## src/rtl/pwm_mt_pkg.sv

```systemverilog
// Package: shared defaults and types for the mid-off-interval PWM block.
// Assumes: nothing; it holds only constants and a phase encoding.
package pwm_mt_pkg;

    // Default counter width and shortest legal period in counts
    localparam int DEF_CNT_W   = 16;
    localparam int DEF_PER_MIN = 2;

    // Position of the timer within a switching period
    typedef enum logic [1:0] {
        PH_IDLE = 2'd0,   // not yet running after reset
        PH_ON   = 2'd1,   // switch conducting
        PH_OFF  = 2'd2    // diode conducting
    } pwm_phase_t;

endpackage

```

## src/rtl/pwm_mt_shaper.sv

```systemverilog
// Module: pwm_mt_shaper
// Purpose: turns the raw period/on-time requests into the values used for
//          the next period: period floored at PER_MIN, on-time limited to
//          min(request, ceiling, period-1), trigger at floor((D+P)/2).
// Assumes: PER_MIN >= 2, so period-1 never underflows and the trigger
//          always lands on a count where the gate is low.
module pwm_mt_shaper #(
    parameter int CNT_W   = pwm_mt_pkg::DEF_CNT_W,
    parameter int PER_MIN = pwm_mt_pkg::DEF_PER_MIN
) (
    input  logic [CNT_W-1:0] period_in,
    input  logic [CNT_W-1:0] duty_in,
    input  logic [CNT_W-1:0] duty_cap,
    output logic [CNT_W-1:0] per_ok,
    output logic [CNT_W-1:0] duty_ok,
    output logic [CNT_W-1:0] trig_ok
);

    localparam logic [CNT_W-1:0] PER_FLOOR = CNT_W'(PER_MIN);

    logic [CNT_W-1:0] on_top;
    logic [CNT_W-1:0] cap_eff;
    logic [CNT_W:0]   mid_sum;

    // Floor the period so that at least one on and one off count exist
    always_comb begin
        per_ok = (period_in < PER_FLOOR) ? PER_FLOOR : period_in;
    end

    // Limit the on-time to the ceiling and to one count short of the period
    always_comb begin
        on_top  = per_ok - 1'b1;
        cap_eff = (duty_cap < on_top) ? duty_cap : on_top;
        duty_ok = (duty_in < cap_eff) ? duty_in : cap_eff;
    end

    // Midpoint of the off interval: halfway between D and P, rounded down
    always_comb begin
        mid_sum = {1'b0, duty_ok} + {1'b0, per_ok};
        trig_ok = mid_sum[CNT_W:1];
    end

endmodule

```

## src/rtl/pwm_mt_timer.sv

```systemverilog
// Module: pwm_mt_timer
// Purpose: period counter. It holds the active period, on-time and trigger
//          count, and reloads them only when a period ends (or on the first
//          clock after reset).
// Assumes: the loaded period is >= 2; the reset is synchronous, active low.
module pwm_mt_timer #(
    parameter int CNT_W = pwm_mt_pkg::DEF_CNT_W
) (
    input  logic             clk,
    input  logic             rst_n,
    input  logic [CNT_W-1:0] per_nx,
    input  logic [CNT_W-1:0] duty_nx,
    input  logic [CNT_W-1:0] trig_nx,
    output logic [CNT_W-1:0] cnt,
    output logic [CNT_W-1:0] duty_l,
    output logic [CNT_W-1:0] trig_l,
    output logic             run
);

    logic [CNT_W-1:0] per_l;
    logic             wrap;

    // A period ends on its last count; an idle timer starts at once
    always_comb begin
        wrap = !run || (cnt == (per_l - 1'b1));
    end

    // Count through the period and take new settings only at the wrap
    always_ff @(posedge clk) begin
        if (!rst_n) begin
            cnt    <= '0;
            per_l  <= '0;
            duty_l <= '0;
            trig_l <= '0;
            run    <= 1'b0;
        end else if (wrap) begin
            cnt    <= '0;
            per_l  <= per_nx;
            duty_l <= duty_nx;
            trig_l <= trig_nx;
            run    <= 1'b1;
        end else begin
            cnt    <= cnt + 1'b1;
        end
    end

endmodule

```

## src/rtl/pwm_mt_decode.sv

```systemverilog
// Module: pwm_mt_decode
// Purpose: derives gate, sample trigger and period strobe from the timer
//          state. The outputs are decoded directly from registers.
// Assumes: trig_l lies in [duty_l, period-1], which the shaper ensures.
module pwm_mt_decode #(
    parameter int CNT_W = pwm_mt_pkg::DEF_CNT_W
) (
    input  logic [CNT_W-1:0] cnt,
    input  logic [CNT_W-1:0] duty_l,
    input  logic [CNT_W-1:0] trig_l,
    input  logic             run,
    output logic             gate,
    output logic             adc_trig,
    output logic             period_start
);

    import pwm_mt_pkg::*;

    pwm_phase_t phase;

    // Classify the current count as idle, switch-on or diode-on
    always_comb begin
        if (!run)              phase = PH_IDLE;
        else if (cnt < duty_l) phase = PH_ON;
        else                   phase = PH_OFF;
    end

    // Drive the three outputs from the phase and the count
    always_comb begin
        gate         = (phase == PH_ON);
        adc_trig     = (phase == PH_OFF) && (cnt == trig_l);
        period_start = (phase != PH_IDLE) && (cnt == '0);
    end

endmodule

```

## src/rtl/pwm_midoff_trig.sv

```systemverilog
// Module: pwm_midoff_trig (top)
// Purpose: leading-edge PWM for a boost switch, with one ADC trigger per
//          period at the middle of the diode conduction interval.
// Assumes: synchronous active-low reset; inputs are synchronous to clk.
module pwm_midoff_trig #(
    parameter int CNT_W   = pwm_mt_pkg::DEF_CNT_W,
    parameter int PER_MIN = pwm_mt_pkg::DEF_PER_MIN
) (
    input  logic             clk,
    input  logic             rst_n,
    input  logic [15:0]      period_cnt,
    input  logic [15:0]      duty_req,
    input  logic [15:0]      duty_max,
    output logic             gate,
    output logic             adc_trig,
    output logic             period_start
);

    logic [CNT_W-1:0] per_nx, duty_nx, trig_nx;
    logic [CNT_W-1:0] cnt, duty_l, trig_l;
    logic             run;

    pwm_mt_shaper #(.CNT_W(CNT_W), .PER_MIN(PER_MIN)) i_shaper (
        .period_in (CNT_W'(period_cnt)),
        .duty_in   (CNT_W'(duty_req)),
        .duty_cap  (CNT_W'(duty_max)),
        .per_ok    (per_nx),
        .duty_ok   (duty_nx),
        .trig_ok   (trig_nx)
    );

    pwm_mt_timer #(.CNT_W(CNT_W)) i_timer (
        .clk     (clk),
        .rst_n   (rst_n),
        .per_nx  (per_nx),
        .duty_nx (duty_nx),
        .trig_nx (trig_nx),
        .cnt     (cnt),
        .duty_l  (duty_l),
        .trig_l  (trig_l),
        .run     (run)
    );

    pwm_mt_decode #(.CNT_W(CNT_W)) i_decode (
        .cnt          (cnt),
        .duty_l       (duty_l),
        .trig_l       (trig_l),
        .run          (run),
        .gate         (gate),
        .adc_trig     (adc_trig),
        .period_start (period_start)
    );

endmodule

```

## config.mk

```make
export PLATFORM = sky130hd
export DESIGN_NAME = pwm_midoff_trig
export DESIGN_NICKNAME = d
export VERILOG_FILES = /design/src/rtl/pwm_mt_pkg.sv /design/src/rtl/pwm_mt_shaper.sv /design/src/rtl/pwm_mt_timer.sv /design/src/rtl/pwm_mt_decode.sv /design/src/rtl/pwm_midoff_trig.sv
export SDC_FILE = /design/constraint.sdc
export NUM_CORES = 1
export LEC_CHECK = 0
export ABC_AREA = 1
export BUFFER_PORTS_ARGS = -buffer_cell sky130_fd_sc_hd__buf_2
export CORE_MARGIN = 2
export CORE_UTILIZATION = 50
export CTS_BUF_LIST = sky130_fd_sc_hd__clkbuf_16
export CTS_CLUSTER_SIZE = 25
export DETAILED_ROUTE_END_ITERATION = 7
export PLACE_DENSITY = 0.67
export SLEW_MARGIN = 40
export SYNTH_ARGS = -nofsm -noshare
export SYNTH_HDL_FRONTEND = slang
export SYNTH_SLANG_ARGS = --single-unit
```

## constraint.sdc

```tcl
create_clock -name clk -period 10.7 [get_ports clk]
set_input_delay 2.14 -clock clk [delete_from_list [all_inputs] [get_ports clk]]
set_output_delay 2.14 -clock clk [all_outputs]
set_load 0.01 [all_outputs]
```

# Yosys cells after proc, flatten, opt, wreduce, memory -nomap -nowiden
# Index checks and enable logic that the tools add are counted.
[totals] regBits=65 inputBits=50 word_cells=30 output_inout_bits=3
[op_classes] muxes=5 add_sub_neg=4 n_eq_ne=4 reduce_logical=7 n_bitwise=1 magnitude_cmp=4
[op_table] cell="16-bit less-than comparator" n=3
[op_table] cell="16-bit two-way mux" n=3
[op_table] cell="16-bit equality test" n=2
[op_table] cell="16-bit by 1-bit subtractor with 16-bit output, second input constant" n=2
[op_table] cell="16-bit by 16-bit adder with 17-bit output" n=1
[op_table] cell="16-bit by 1-bit adder with 16-bit output, second input constant" n=1
[op_table] cell="16-bit logical NOT" n=1
[op_table] cell="16-bit by 2-bit less-than comparator with 1-bit output, second input constant" n=1
[op_table] cell="2-bit two-way mux" n=2
[op_table] cell="2-bit by 1-bit equality test with 1-bit output, second input constant" n=1
[op_table] cell="2-bit equality test, second input constant" n=1
[op_table] cell="1-bit logical AND" n=2
[op_table] cell="2-bit nonzero test" n=1
[op_table] cell="2-bit OR reduction" n=1
[op_table] cell="1-bit logical NOT" n=1
[op_table] cell="1-bit logical OR" n=1
[op_table] cell="1-bit inverter" n=1

# Logic depth before layout (Yosys ltp)
[logic_depth] depth_word=8 depth_mapped=57

# Hierarchy
# Synthesis repeated with hierarchy kept, for this count alone.
[hier_totals] cells_unflattened=1049 area_unflattened_um2=6495.0
[by_module_without_submodules] mod="pwm_mt_timer" seq_area_each_um2=1301.2 cells_per_inst=533 instances=1 area_each_um2=3574.7
[by_module_without_submodules] mod="pwm_mt_shaper" seq_area_each_um2=0.0 cells_per_inst=377 instances=1 area_each_um2=2172.1
[by_module_without_submodules] mod="pwm_mt_decode" seq_area_each_um2=0.0 cells_per_inst=139 instances=1 area_each_um2=748.2

# Worst setup path after synthesis
# No wires, ideal clock.
[synth_path] path_kind="input to register" from="input period_cnt[11]" to="register i_timer.trig_l[13]" n_path_buf=3 required_ns=10.572 setup_time_ns=0.128 arrival_time_ns=8.433 path_slack_ns=2.138 path_stages=51 path_cell_list="buf_2 nor2_1 nand2_1 nor2_2 nand2_4 nand2_4 ha_1 nand2_1 nor3_4 nand3_1 nor2_1 a21oi_1 a21oi_1 ha_1 nand2_1 nor2_1 a211oi_1 nand3_4 (+15 left out) o21ai_0 a21oi_1 o21ai_0 a21oi_1 o21ai_0 a21oi_1 nor2_1 nor2_1 inv_1 nand2_1 inv_1 o21ai_0 nand2_1 nand2_1 inv_1 a21oi_1 xor2_1 a21oi_1"
[synth_via] elab_chain_cells=8
[synth_lines] element="start: declaration" line="pwm_midoff_trig.sv:11" source="input logic [15:0] period_cnt,"
[synth_lines] element="16-bit by 2-bit less-than comparator with 1-bit output" line="pwm_mt_shaper.sv:27" source="per_ok = (period_in < PER_FLOOR) ? PER_FLOOR : period_in;"
[synth_lines] element="16-bit two-way mux (*)" line="pwm_mt_shaper.sv:27"
[synth_lines] element="16-bit by 1-bit subtractor with 16-bit output (*)" line="pwm_mt_shaper.sv:32" source="on_top = per_ok - 1'b1;"
[synth_lines] element="16-bit less-than comparator" line="pwm_mt_shaper.sv:33" source="cap_eff = (duty_cap < on_top) ? duty_cap : on_top;"
[synth_lines] element="16-bit two-way mux (*)" line="pwm_mt_shaper.sv:33"
[synth_lines] element="16-bit less-than comparator" line="pwm_mt_shaper.sv:34" source="duty_ok = (duty_in < cap_eff) ? duty_in : cap_eff;"
[synth_lines] element="16-bit two-way mux (*)" line="pwm_mt_shaper.sv:34"
[synth_lines] element="net duty_nx[1]" line="pwm_midoff_trig.sv:19" source="logic [CNT_W-1:0] per_nx, duty_nx, trig_nx;"
[synth_lines] element="16-bit by 16-bit adder with 17-bit output (*)" line="pwm_mt_shaper.sv:39" source="mid_sum = {1'b0, duty_ok} + {1'b0, per_ok};"
[synth_lines] element="end signal: assignment" line="pwm_mt_timer.sv:40" source="trig_l <= trig_nx;"
[synth_lines] element="end: declaration" line="pwm_mt_timer.sv:16" source="output logic [CNT_W-1:0] trig_l,"
# Mark *: on every way through the listed nets, which the timed path passes. The rest lies on a longest branch.
# A chain may end at the register's enable or synchronous reset.

# Final worst setup path
[layout_path] from="input period_cnt[9]" to="register i_timer.trig_l[13]"
# Same word-level chain as after synthesis.

==> impl_metrics.toml <==
[logic_synthesis]
synth-edff-count = 0
seq_area_frac_synth = 0.238
synth_top_cells_by_count = "nand2_1 (141), inv_1 (106), dfxtp_1 (65)"
synthCells = 798
synth_area_leaders = "dfxtp_1 (24%), ha_1 (14%), nand2_1 (9.7%), inv_1 (7.3%), xor2_1 (6.4%)"
yosys.area.top_type = "dfxtp_1"
syn-num-nets = 911
yosysMostFrequentCell = "nand2_1"
synth_cell_type_count = 43
ys_async_sr_fraction = 0
syn_avg_cell_area_um2 = 6.84
synth_top_area_frac = 0.238
yosys_warnings = 0
syn-cell-area_mm2 = 0.00546
synth_top_flop_cell = "dfxtp_1"
ys_seq_elements = 65

[global_route]
gr-total-overflow = 0
grt_max_degree = 46
antenna_found_initial = 0
track_usage = 0.268
grt_pass1_vias = 5257
grt_pass1_wl_mm = 24.8

[worst_setup_path]
r2r-end = "i_timer.trig_l[9]"
crit_required_ps = 10910
rr_worst_depth = 15
cp_slowest_cell = "a211oi_1"
cp_max_fo = 30
cp_data_arrival_time_ps = 9720
slowest_delay_ps = 430
r2r_slack_ps = 6930
startpoint = "period_cnt[9]"
startpoint_type = "primary input"
end_kind = "flop"
critPathKind = "in2reg"
r2r-start = "i_timer.per_l[0]"
crit_end = "i_timer.trig_l[13]"

[placed_design]
place_area_mm2 = 0.00578
routabilityCongestion = 0.862
port_buffers = 52
hpwl_mm = 11.9

[sta]
hold_viol = 0
rsz0062_at_grt = "false"
clock.fmax_ghz = 0.105
finalSetupViolations = 0
worst_pin_slew_ps = 673
maxSlewViolCount = 0
post-route-period-util = 0.888
fin_tns_setup_ps = 0
period_minus_slack_ps = 9510
slew_headroom = 0.550
skew_ps = 5.06

[cts]
clk_pin_slew_ps = 50
hold_buffers = 0
htree_levels = 3
postCtsSetupBuffers = 0
cts_root_buffer = "clkbuf_16"
clk_path_buf_depth = 2
cts_tree = "yes"
cts_resized = 0
clk-insertion-delay-late_ps = 340
cts-buffers-inserted = 9
cts.sinks = 65

[floorplan]
die_h_um = 108
start_util = 0.508
core_area_mm2 = 0.0107
rows = 38
die_area_mm2 = 0.0118
die_w_um = 108
ios = 53

[finish]
n_fill_cell = 1062
final_cell_area_mm2 = 0.00608
n_antenna_cell = 0
drive_above_1_share = 0.125
area_growth_pct = 11.4
regArea_mm2 = 0.00130
final_nets = 941
multi_input_area_mm2 = 0.00362

[power]
internal_power_w = 0.000583
p_sw_w = 0.000318
leakage_nw = 2.86
ir_drop_mv = 0.100
pwr_density_cell_mw_per_mm2 = 148
combinationalPowerShare = 0.358
clkPwrFrac = 0.334
switching_share = 0.353
pwr-share-seq = 0.308

[detailed_routing]
drt_iter0_drc = 381
detail_route.wl_per_cell_um = 15.2
vias = 5392
viasPerCell = 5.55
drc = 0
wl_mm = 14.8
dr.pass1.iters = 6
ant_nets = 0

[flow_run]
drv_cap = 0

[min_path]
hold_class = "reg2reg"

[run_status]
status = "complete, no violations"
[final cells by class]
type | instances | share of cell area
inverter | 109 | 0.0673
multi-input combinational | 589 | 0.595
tap | 140 | 0.0288
timing repair buffer | 54 | 0.0453
sequential | 65 | 0.214
clock buffer | 9 | 0.0371
clock inverter | 6 | 0.0126
[cells by family (layout without fill, tap and decap cells)]
logic type	count (synthesis)	count (layout)	synth area share
AO/OA/AOI/OAI	167	167	0.174
XOR/XNOR	48	48	0.0770
adder cells (fa/ha/maj)	63	63	0.146
buffers and inverters	144	178	0.100
flip-flops	65	65	0.238
AND/OR/NAND/NOR	311	311	0.264
[state kept, by name, summed over array words and instances, names as in the netlist]
register,count
i_timer.trig_l,16
i_timer.duty_l,16
i_timer.cnt,16
i_timer.per_l,16
i_timer.run,1
[worst min-delay path by stage]
stage,startpoint,to,slack (ps),depth (start not counted)
final,i_timer.duty_l[15],i_timer.duty_l[15],480,2
after global routing,i_timer.duty_l[11],i_timer.duty_l[11],510,2
after CTS,i_timer.duty_l[5],i_timer.duty_l[5],490,2
after detailed placement,i_timer.duty_l[2],i_timer.duty_l[2],480,2
after global placement,i_timer.duty_l[7],i_timer.duty_l[7],450,2
after floorplan,i_timer.duty_l[7],i_timer.duty_l[7],440,2
[stage by stage]
stage,instances,util,total power [W],setup WS (ps),hold slack (ps)
floorplan,798,-,0.000516,2140,443
detailed placement,957,0.538,0.000600,923,478
finish,972,0.566,0.000901,1190,484
CTS,972,0.566,0.000901,1250,489
global route,972,0.566,0.000960,295,512
global placement,957,0.537,0.000591,1230,454
[metal layers]
| layer | part of all wire | vias up | GRT usage | wire [um] |
|---|---|---|---|---|
| met5 | 0 | - | 0 | 0 |
| met4 | 0.021 | 0 | 0.0861 | 315 |
| li1 | - | 2732 | - | - |
| met2 | 0.47 | 186 | 0.462 | 7010 |
| met3 | 0.062 | 19 | 0.0476 | 918 |
| met1 | 0.44 | 2455 | 0.337 | 6530 |
[power by group through the flow]
stage / logic (W) / registers, W / clock network, W
floorplan: 0.000238 / 0.000278 / 0
global placement: 0.000310 / 0.000282 / 0
detailed placement: 0.000318 / 0.000282 / 0
CTS: 0.000320 / 0.000277 / 0.000304
global route: 0.000366 / 0.000280 / 0.000313
finish: 0.000322 / 0.000278 / 0.000301
[layout by cell type, fill, tap and decap left out, types with 3 or more instances in the layout]
| cell type | synthesis | final |
|---|---|---|
| a211oi_1 | 4 | 4 |
| a21o_1 | 4 | 4 |
| a21oi_1 | 44 | 44 |
| a221oi_1 | 3 | 3 |
| a31oi_1 | 8 | 8 |
| buf_2 | 4 | 52 |
| clkbuf_16 | 0 | 9 |
| dfxtp_1 | 65 | 65 |
| ha_1 | 62 | 62 |
| inv_1 | 106 | 108 |
| inv_2 | 3 | 3 |
| nand2_1 | 141 | 141 |
| nand2_2 | 12 | 12 |
| nand2_4 | 3 | 3 |
| nand3_1 | 44 | 43 |
| nand4_1 | 17 | 17 |
| nor2_1 | 55 | 55 |
| nor2_2 | 5 | 5 |
| nor3_1 | 12 | 12 |
| nor3b_1 | 3 | 3 |
| nor4_1 | 8 | 8 |
| o21ai_0 | 56 | 56 |
| o21ai_1 | 16 | 16 |
| o22ai_1 | 19 | 19 |
| or2_2 | 5 | 5 |
| xnor2_1 | 8 | 8 |
| xor2_1 | 40 | 40 |
[worst max-delay path: cells and delay by family]
kind                     cells  cell delay, ps
AND/OR/NAND/NOR             21            2340
adder cells (fa/ha/maj)      4            1200
XOR/XNOR                     1             160
buffers and inverters        7             970
AO/OA/AOI/OAI               17            2910
(Power assumes the default switching activity.)
